[src/rtl/beep_port_pkg.sv]
package beep_port_pkg;
  typedef enum logic {MODE_GPO = 1'b0, MODE_TONE = 1'b1} port_mode_e;
  typedef logic [2:0] tone_code_t;

  localparam int NUM_CODES = 8;

  // Half period in clocks for a tone code; code 0 is unused (silent)
  function automatic int tone_half(input int base, input int code);
    return base * (code + 1);
  endfunction
endpackage

[src/rtl/beep_cfg_regs.sv]
module beep_cfg_regs
  import beep_port_pkg::*;
(
  input  logic       clk,
  input  logic       rst,
  input  logic       cfg_wr,
  input  logic [3:0] cfg_data,
  input  logic       out_wr,
  input  logic       out_data,
  input  logic       backup,
  output port_mode_e mode_q,
  output tone_code_t code_q,
  output logic       latch_q,
  output logic       hiz_q
);
  always_ff @(posedge clk) begin
    if (rst) begin
      mode_q  <= MODE_GPO;
      code_q  <= '0;
      latch_q <= 1'b0;
      hiz_q   <= 1'b0;
    end else begin
      if (cfg_wr) begin
        mode_q <= port_mode_e'(cfg_data[3]);
        code_q <= cfg_data[2:0];
      end
      if (out_wr) latch_q <= out_data;
      if (backup) hiz_q <= 1'b1;
      else if (cfg_wr || out_wr) hiz_q <= 1'b0;
    end
  end
endmodule

[src/rtl/beep_tone_div.sv]
module beep_tone_div
  import beep_port_pkg::*;
#(
  parameter int BASE_HALF = 2000
) (
  input  logic       clk,
  input  logic       rst,
  input  logic       enable,
  input  logic       restart,
  input  tone_code_t code,
  output logic       tone
);
  localparam int MAX_HALF = tone_half(BASE_HALF, NUM_CODES - 1);
  localparam int CNT_W    = $clog2(MAX_HALF + 1);

  logic [CNT_W-1:0] last_tab [NUM_CODES];
  logic [CNT_W-1:0] cnt_q;
  logic             tone_q;

  for (genvar g = 0; g < NUM_CODES; g++) begin : g_tab
    assign last_tab[g] = CNT_W'(tone_half(BASE_HALF, g) - 1);
  end

  always_ff @(posedge clk) begin
    if (rst || restart || !enable) begin
      cnt_q  <= '0;
      tone_q <= 1'b0;
    end else if (cnt_q == last_tab[code]) begin
      cnt_q  <= '0;
      tone_q <= ~tone_q;
    end else begin
      cnt_q <= cnt_q + 1'b1;
    end
  end

  assign tone = tone_q;
endmodule

[src/rtl/shared_beep_port.sv]
module shared_beep_port
  import beep_port_pkg::*;
#(
  parameter int BASE_HALF = 2000
) (
  input  logic       clk,
  input  logic       rst,
  input  logic       cfg_wr,
  input  logic [3:0] cfg_data,
  input  logic       out_wr,
  input  logic       out_data,
  input  logic       backup,
  output logic       pin_o,
  output logic       pin_oe
);
  port_mode_e mode_q;
  tone_code_t code_q;
  logic       latch_q;
  logic       hiz_q;
  logic       tone;
  logic       div_en;
  logic       div_restart;

  beep_cfg_regs u_regs (
    .clk      (clk),
    .rst      (rst),
    .cfg_wr   (cfg_wr),
    .cfg_data (cfg_data),
    .out_wr   (out_wr),
    .out_data (out_data),
    .backup   (backup),
    .mode_q   (mode_q),
    .code_q   (code_q),
    .latch_q  (latch_q),
    .hiz_q    (hiz_q)
  );

  assign div_en      = (mode_q == MODE_TONE) && (code_q != '0);
  assign div_restart = cfg_wr && (cfg_data[2:0] != code_q);

  beep_tone_div #(.BASE_HALF(BASE_HALF)) u_div (
    .clk     (clk),
    .rst     (rst),
    .enable  (div_en),
    .restart (div_restart),
    .code    (code_q),
    .tone    (tone)
  );

  always_comb begin
    if (hiz_q)                    pin_o = 1'b0;
    else if (mode_q == MODE_TONE) pin_o = tone;
    else                          pin_o = latch_q;
  end
  assign pin_oe = ~hiz_q;
endmodule

[config.mk]
export PLATFORM = sky130hd
export DESIGN_NAME = shared_beep_port
export DESIGN_NICKNAME = d
export VERILOG_FILES = /design/src/rtl/beep_port_pkg.sv /design/src/rtl/beep_cfg_regs.sv /design/src/rtl/beep_tone_div.sv /design/src/rtl/shared_beep_port.sv
export SDC_FILE = /design/constraint.sdc
export NUM_CORES = 1
export LEC_CHECK = 0
export BUFFER_PORTS_ARGS = -buffer_cell sky130_fd_sc_hd__buf_2
export CELL_PAD_IN_SITES_DETAIL_PLACEMENT = 1
export CELL_PAD_IN_SITES_GLOBAL_PLACEMENT = 1
export CORE_MARGIN = 2
export CORE_UTILIZATION = 36
export DETAILED_ROUTE_END_ITERATION = 8
export PLACE_DENSITY = 0.76
export SYNTH_ARGS = -nofsm -noshare
export SYNTH_HDL_FRONTEND = slang
export SYNTH_HIERARCHICAL = 1
export SYNTH_SLANG_ARGS = --single-unit
[constraint.sdc]
create_clock -name clk -period 2.05 [get_ports clk]
set_clock_uncertainty 0.05 [all_clocks]
set_input_delay 0.205 -clock clk [delete_from_list [all_inputs] [get_ports clk]]
set_output_delay 0.205 -clock clk [all_outputs]
set_load 0.01 [all_outputs]
# Word level (Yosys, flattened, before mapping)
# Memory sizes are Yosys's and may differ from the RTL's.
# Cells that the tools add are included.
# W data, S select, Z words.
word_totals:
  word_cells: 29
  mem_count: 1
  register_bits: 21
  in_bits: 10
  rom_bits: 112
  out_inout_bits: 2
op_classes:
  n_reduce_logical: 9
  addsub: 1
  n_lt_le_gt_ge: 1
  mux: 6
  eq_ne: 2
  bitwise_logic: 3
memory_table:
  columns: ["memory", "depth", "word_bits", "rd", "rd_ports_with_merged_regs", "write_ports", "line_no", "text"]
  rows:
  - ["(no name shown)", 8, 14, 1, 0, 0, "beep_tone_div.sv:28", "end else if (cnt_q == last_tab[code]) begin"]
ops:
  columns: ["op", "n"]
  rows:
  - ["$mux W14", 2]
  - ["$add A14 B1 Y14 const B", 1]
  - ["$eq A14 B14 Y1", 1]
  - ["$ge A4 B4 Y1 const B", 1]
  - ["$mux W1", 4]
  - ["$not A3 Y4", 1]
  - ["$logic_or A1 B1 Y1", 3]
  - ["$ne A3 B3 Y1", 1]
  - ["$reduce_bool A3 Y1", 1]
  - ["$logic_and A1 B1 Y1", 2]
  - ["$not A1 Y1", 2]
  - ["$reduce_bool A2 Y1", 1]
  - ["$reduce_or A2 Y1", 1]
  - ["$logic_not A1 Y1", 1]

# Longest topological paths before layout
logic_depth:
  word_depth: 6
  ltp_mapped: 8
  ltp_nobuf: 7

# Modules after synthesis
# Netlist, hierarchy kept.
by_module_without_submodules:
  columns: ["module", "cells_per_inst", "n_inst", "area_each_um2", "seq_area_each_um2"]
  rows:
  - ["beep_tone_div", 85, 1, 772.0, 300.3]
  - ["beep_cfg_regs", 20, 1, 217.7, 120.1]
  - ["shared_beep_port", 8, 1, 62.6, 0.0]

# Worst setup path before layout
# OpenSTA, ideal clock, no wires.
synth_path:
  kind: "register to register"
  from: "register u_regs.code_q[0]"
  to: "register u_div.cnt_q[10]"
  setup_ps: 115
  stages_incl_launch_ff: 9
  arrival_time_ps: 1560
  path_slack_ps: 325
  path_buffers: 1
  synth_period_minus_slack_ps: 1725
  required_time_ps: 1885
  path_cell_list: "dfxtp_1 -> inv_1 -> ha_1 -> nand2b_1 -> xnor2_1 -> o221ai_4 -> o21ai_4 -> buf_6 -> nor2_1"
synth_via:
  elab_chain_cells: 6
  elab_cells_between_ends: 13
  classes_between: "2 x eq/ne; 2 x mux; 1 x bitwise; 7 x reduce/logical; 1 x memory"
synth_rtl:
  columns: ["item", "line_no", "text"]
  rows:
  - ["start, declared", "beep_cfg_regs.sv:12", "output tone_code_t code_q,"]
  - ["start signal, assigned", "beep_cfg_regs.sv:25", "code_q <= cfg_data[2:0];"]
  - ["$not A3 Y4 (implied by the code)", "beep_tone_div.sv:28", null]
  - ["$mem_v2 Z8 W14", null, null]
  - ["$mux W14 (implied by the code) (2 in series)", "beep_tone_div.sv:28", null]
  - ["$eq A14 B14 Y1", "beep_tone_div.sv:28", null]
  - ["$reduce_or A2 Y1 (no source line) *", null, null]
  - ["end signal, assigned", "beep_tone_div.sv:32", "cnt_q <= cnt_q + 1'b1;"]
  - ["end, declared", "beep_tone_div.sv:17", "logic [CNT_W-1:0] cnt_q;"]
# Every way passes the cells marked *; elsewhere a longest branch is shown, timed or not. The select of a mux whose other input is x is not followed.
# A chain may end at the register's enable or synchronous reset.

# Worst setup path in the final report
layout_path:
  from: "register u_regs.code_q[0]"
  to: "register u_div.cnt_q[9]"
# Same word-level chain as after synthesis.

==> summary.txt <==
Global routing
  – Number of antenna violations at the first check in global routing: 0
  – Global-route wire length before repair: 3657 microns
  – All-Layer GR Usage: 0.1415
  – Largest net degree at the start of global routing: 15
  – Via count of the first global-routing pass: 867
  – Global route overflow: 0

Pwr
  – Worst IR Drop VDD: 356.9 uV
  – Total power of the final layout: 682.4 uW
  – Ratio of total power to cell area: 582.1 nW/um^2
  – Sequential fraction of design power: 0.618
  – Internal Pwr Total: 520.6 uW
  – Leakage dissipation: 0.4605 nW
  – Share of total power in combinational logic: 0.088
  – Relative contribution of the clock network to total power: 0.294
  – Switching part of the total: 0.2372
  – Switching power total: 161.9 uW

Worst setup path
  – Launch point of the worst reg-to-reg path: u_regs/code_q[0]
  – Kind of launch point of the worst setup path: register
  – Type of destination of the critical path: register
  – Required time at the worst-slack endpoint: 2.19 ns
  – Cell count of the worst reg-to-reg path: 7
  – Class of the most critical setup path: register to register
  – Worst reg2reg path endpoint: u_div/cnt_q[9]
  – Endpoint arrival time on the critical path: 1.93 ns
  – Peak fanout along the critical path: 14
  – Reg-to-reg slack, setup: 0.26 ns

Placement
  – Worst setup slack after placement: 0.2407 ns
  – Routability congestion estimate: 0.7330
  – # port buffers: 11
  – Half-perimeter wire length after detailed placement: 1618 microns
  – Count of placed standard cells including taps: 156

Worst hold path
  – Hold/Removal Path Class: input pin to register
  – Hold endpoint: u_regs/hiz_q
  – Hold Startpoint: backup
  – Min-Delay Path Depth: 3

Yosys
  – Number of warning messages in the yosys log: 6
  – Cell variety after synth: 31
  – Synthesized net count: 125
  – Per-instance average area after synthesis: 9.312 sq um
  – Mapped Cells: 113
  – Flip-flop and latch count after synthesis: 21
  – Mapped cell area: 1052 sq um
  – Post-synth top area share: 0.3995
  – Sequential-to-total area share from yosys stat: 0.3995
  – Library cell with the largest summed area after synthesis: sky130_fd_sc_hd__dfxtp_1
  – Largest cells by area after synthesis: sky130_fd_sc_hd__dfxtp_1, sky130_fd_sc_hd__xor2_1, sky130_fd_sc_hd__nor2_1

Layout
  – Number of filler instances in the final layout: 339
  – Layout Nets: 142
  – Layout cell share with drive strength beyond 1: 0.1783
  – Footprint of the multi-input gates: 590.6 sq um
  – Sequential cell area: 420.4 sq um
  – Number of diodes: 0
  – Post-layout instance count excluding filler cells: 160
  – Synth-to-layout area growth: 11.41%

Clocking
  – Level count of the clock H-tree: 1
  – Number of CTS-inserted buffers: 3
  – TritonCTS clock tree: yes
  – Deepest clock path buffer count: 2
  – Number of sinks handled by clock tree synthesis: 21
  – Post-CTS setup buffer count: 0
  – Insertion delay to the later sink of the worst-skew pair: 0.30 ns
  – Clock-pin transition on the worst setup and hold timing paths: 0.11 ns
  – CTS root buffer: sky130_fd_sc_hd__clkbuf_4
  – Number of buffers added to fix hold violations after cts: 0
  – Number of cells upsized or downsized after cts: 0

Floorplan
  – Starting density of the core: 0.3816
  – Die area: 3372 sq um
  – DIE WIDTH: 58.07 microns
  – Standard-cell row count: 19
  – Number of placed I/O pins: 12
  – Die Y: 58.07 microns
  – Placeable core region: 2758 sq um

STA
  – Final slew viol count: 0
  – Worst relative slew slack: 0.7495
  – Final setup viols: 0
  – Unrepaired setup endpoints after global routing: no
  – Slack of the critical path: 0.2624 ns
  – Final Hold Violating Endpoints: 0
  – Part of the cycle the worst path needs: 0.8720
  – Minimum clock period after layout: 1.788 ns
  – Post-route setup TNS: 0 ns
  – Worst hold slack: 0.07504 ns
  – FMAX: 559.4 MHz
  – Pin slew with the least headroom to its limit: 0.3744 ns

Outcome
  – Outcome: complete, no violations

Job
  – Number of max-cap violations: 0

Route
  – Antenna viol nets, final: 0
  – Via count: 817
  – Routed WL per cell: 12.69 microns
  – DRT Pass-1 Iters: 2
  – Number of vias per cell after detailed routing: 5.106
  – Number of design-rule violations left by the first detailed-router iteration: 12
  – Routed WL: 2030 microns
  – Remaining design rule violation count: 0
-- critical path, stage by stage (launching register included) --
cell and delay (ns):
sky130_fd_sc_hd__dfxtp_1 0.35, sky130_fd_sc_hd__inv_1 0.04, sky130_fd_sc_hd__ha_1 0.18, sky130_fd_sc_hd__nand2b_1 0.16, sky130_fd_sc_hd__xnor2_1 0.25, sky130_fd_sc_hd__o221ai_4 0.18, sky130_fd_sc_hd__o21ai_4 0.37, sky130_fd_sc_hd__nor2_1 0.10
-- state kept, by name (all words and copies together) (netlist names) --
name / count
u_regs/latch_q: 1
u_regs/code_q: 3
u_div/cnt_q: 14
u_regs/hiz_q: 1
u_regs/mode_q: 1
u_div/tone: 1
-- cell usage after synthesis --
cell and n:
sky130_fd_sc_hd__nor2b_1 1, sky130_fd_sc_hd__ha_1 2, sky130_fd_sc_hd__o21ai_2 1, sky130_fd_sc_hd__o21ai_4 1
sky130_fd_sc_hd__nor2_1 22, sky130_fd_sc_hd__nand2_1 6, sky130_fd_sc_hd__mux2i_1 6, sky130_fd_sc_hd__a21oi_1 1
sky130_fd_sc_hd__o31a_2 1, sky130_fd_sc_hd__nor3b_1 1, sky130_fd_sc_hd__nor3_1 2, sky130_fd_sc_hd__xnor2_1 7
sky130_fd_sc_hd__and4_1 1, sky130_fd_sc_hd__inv_1 5, sky130_fd_sc_hd__nand2b_1 2, sky130_fd_sc_hd__or3_1 1
sky130_fd_sc_hd__o211ai_1 1, sky130_fd_sc_hd__a211oi_2 1, sky130_fd_sc_hd__o31ai_1 1, sky130_fd_sc_hd__o31a_1 1
sky130_fd_sc_hd__buf_6 2, sky130_fd_sc_hd__o221ai_4 1, sky130_fd_sc_hd__dfxtp_1 21, sky130_fd_sc_hd__nand3_1 3
sky130_fd_sc_hd__nor3_2 1, sky130_fd_sc_hd__nand4_1 1, sky130_fd_sc_hd__or3b_1 1, sky130_fd_sc_hd__and2_1 1
sky130_fd_sc_hd__xor2_1 10, sky130_fd_sc_hd__and3_1 7, sky130_fd_sc_hd__o21a_1 1
-- logic make-up (layout without fill, tap and decap cells) --
kind of cell	count (synthesis)	in the layout	share of synthesized area
compound gates	10	10	0.1047
fa+ha+maj	2	2	0.02378
flops	21	21	0.3995
mux	6	6	0.05708
buf+inv	7	23	0.03924
xor+xnor	17	17	0.1415
simple gates	50	50	0.2343
-- cell usage in the layout (no fill, tap or decap), types with 2 or more instances in the layout --
| master | Yosys | final |
|---|---|---|
| sky130_fd_sc_hd__and3_1 | 7 | 7 |
| sky130_fd_sc_hd__buf_2 | 0 | 11 |
| sky130_fd_sc_hd__buf_4 | 0 | 3 |
| sky130_fd_sc_hd__clkbuf_4 | 0 | 3 |
| sky130_fd_sc_hd__dfxtp_1 | 21 | 21 |
| sky130_fd_sc_hd__ha_1 | 2 | 2 |
| sky130_fd_sc_hd__inv_1 | 5 | 5 |
| sky130_fd_sc_hd__mux2i_1 | 6 | 6 |
| sky130_fd_sc_hd__nand2_1 | 6 | 6 |
| sky130_fd_sc_hd__nand2b_1 | 2 | 2 |
| sky130_fd_sc_hd__nand3_1 | 3 | 3 |
| sky130_fd_sc_hd__nor2_1 | 22 | 22 |
| sky130_fd_sc_hd__nor3_1 | 2 | 2 |
| sky130_fd_sc_hd__xnor2_1 | 7 | 7 |
| sky130_fd_sc_hd__xor2_1 | 10 | 10 |
-- power groups by stage --
stage          Sequential, mW  Combinational [mW]  Clock (mW)
3_5_place_dp            0.431              0.0614           0
2_1_floorplan           0.432              0.0369           0
5_1_grt                 0.424              0.0685       0.233
6_report                0.422              0.0602       0.201
3_3_place_gp            0.431              0.0590           0
4_1_cts                 0.422              0.0619       0.217
-- worst max path at each step --
stage,start,endpoint,depth (start not counted)
2_1_floorplan,u_regs/code_q[0],u_div/cnt_q[10],8
3_3_place_gp,u_regs/code_q[0],u_div/cnt_q[8],7
3_5_place_dp,u_regs/code_q[0],u_div/cnt_q[12],7
4_1_cts,u_regs/code_q[0],u_div/cnt_q[12],7
5_1_grt,u_regs/code_q[0],u_div/cnt_q[2],7
6_report,u_regs/code_q[0],u_div/cnt_q[9],7
-- metal layers --
layer | routed length [microns] | global-route usage
met5 | 0 | 0
met4 | 32 | 0.05980
met3 | 83 | 0.02009
met2 | 1025 | 0.2679
met1 | 888 | 0.1552
-- layout make-up --
type | count | area share
multi-input cells | 85 | 0.5037
flip-flops and latches | 21 | 0.3586
repair buffers | 14 | 0.06617
well taps | 31 | 0.03308
clock buffers | 4 | 0.02241
inverters | 5 | 0.01601
-- through the flow --
stage	util	instance area [sq um]
global placement	0.4156	1146
finish	0.4251	1172
CTS	0.4251	1172
floorplan	-	1052
global route	0.4251	1172
detailed placement	0.4156	1146
No activity file was read; power rests on OpenSTA's default activity.
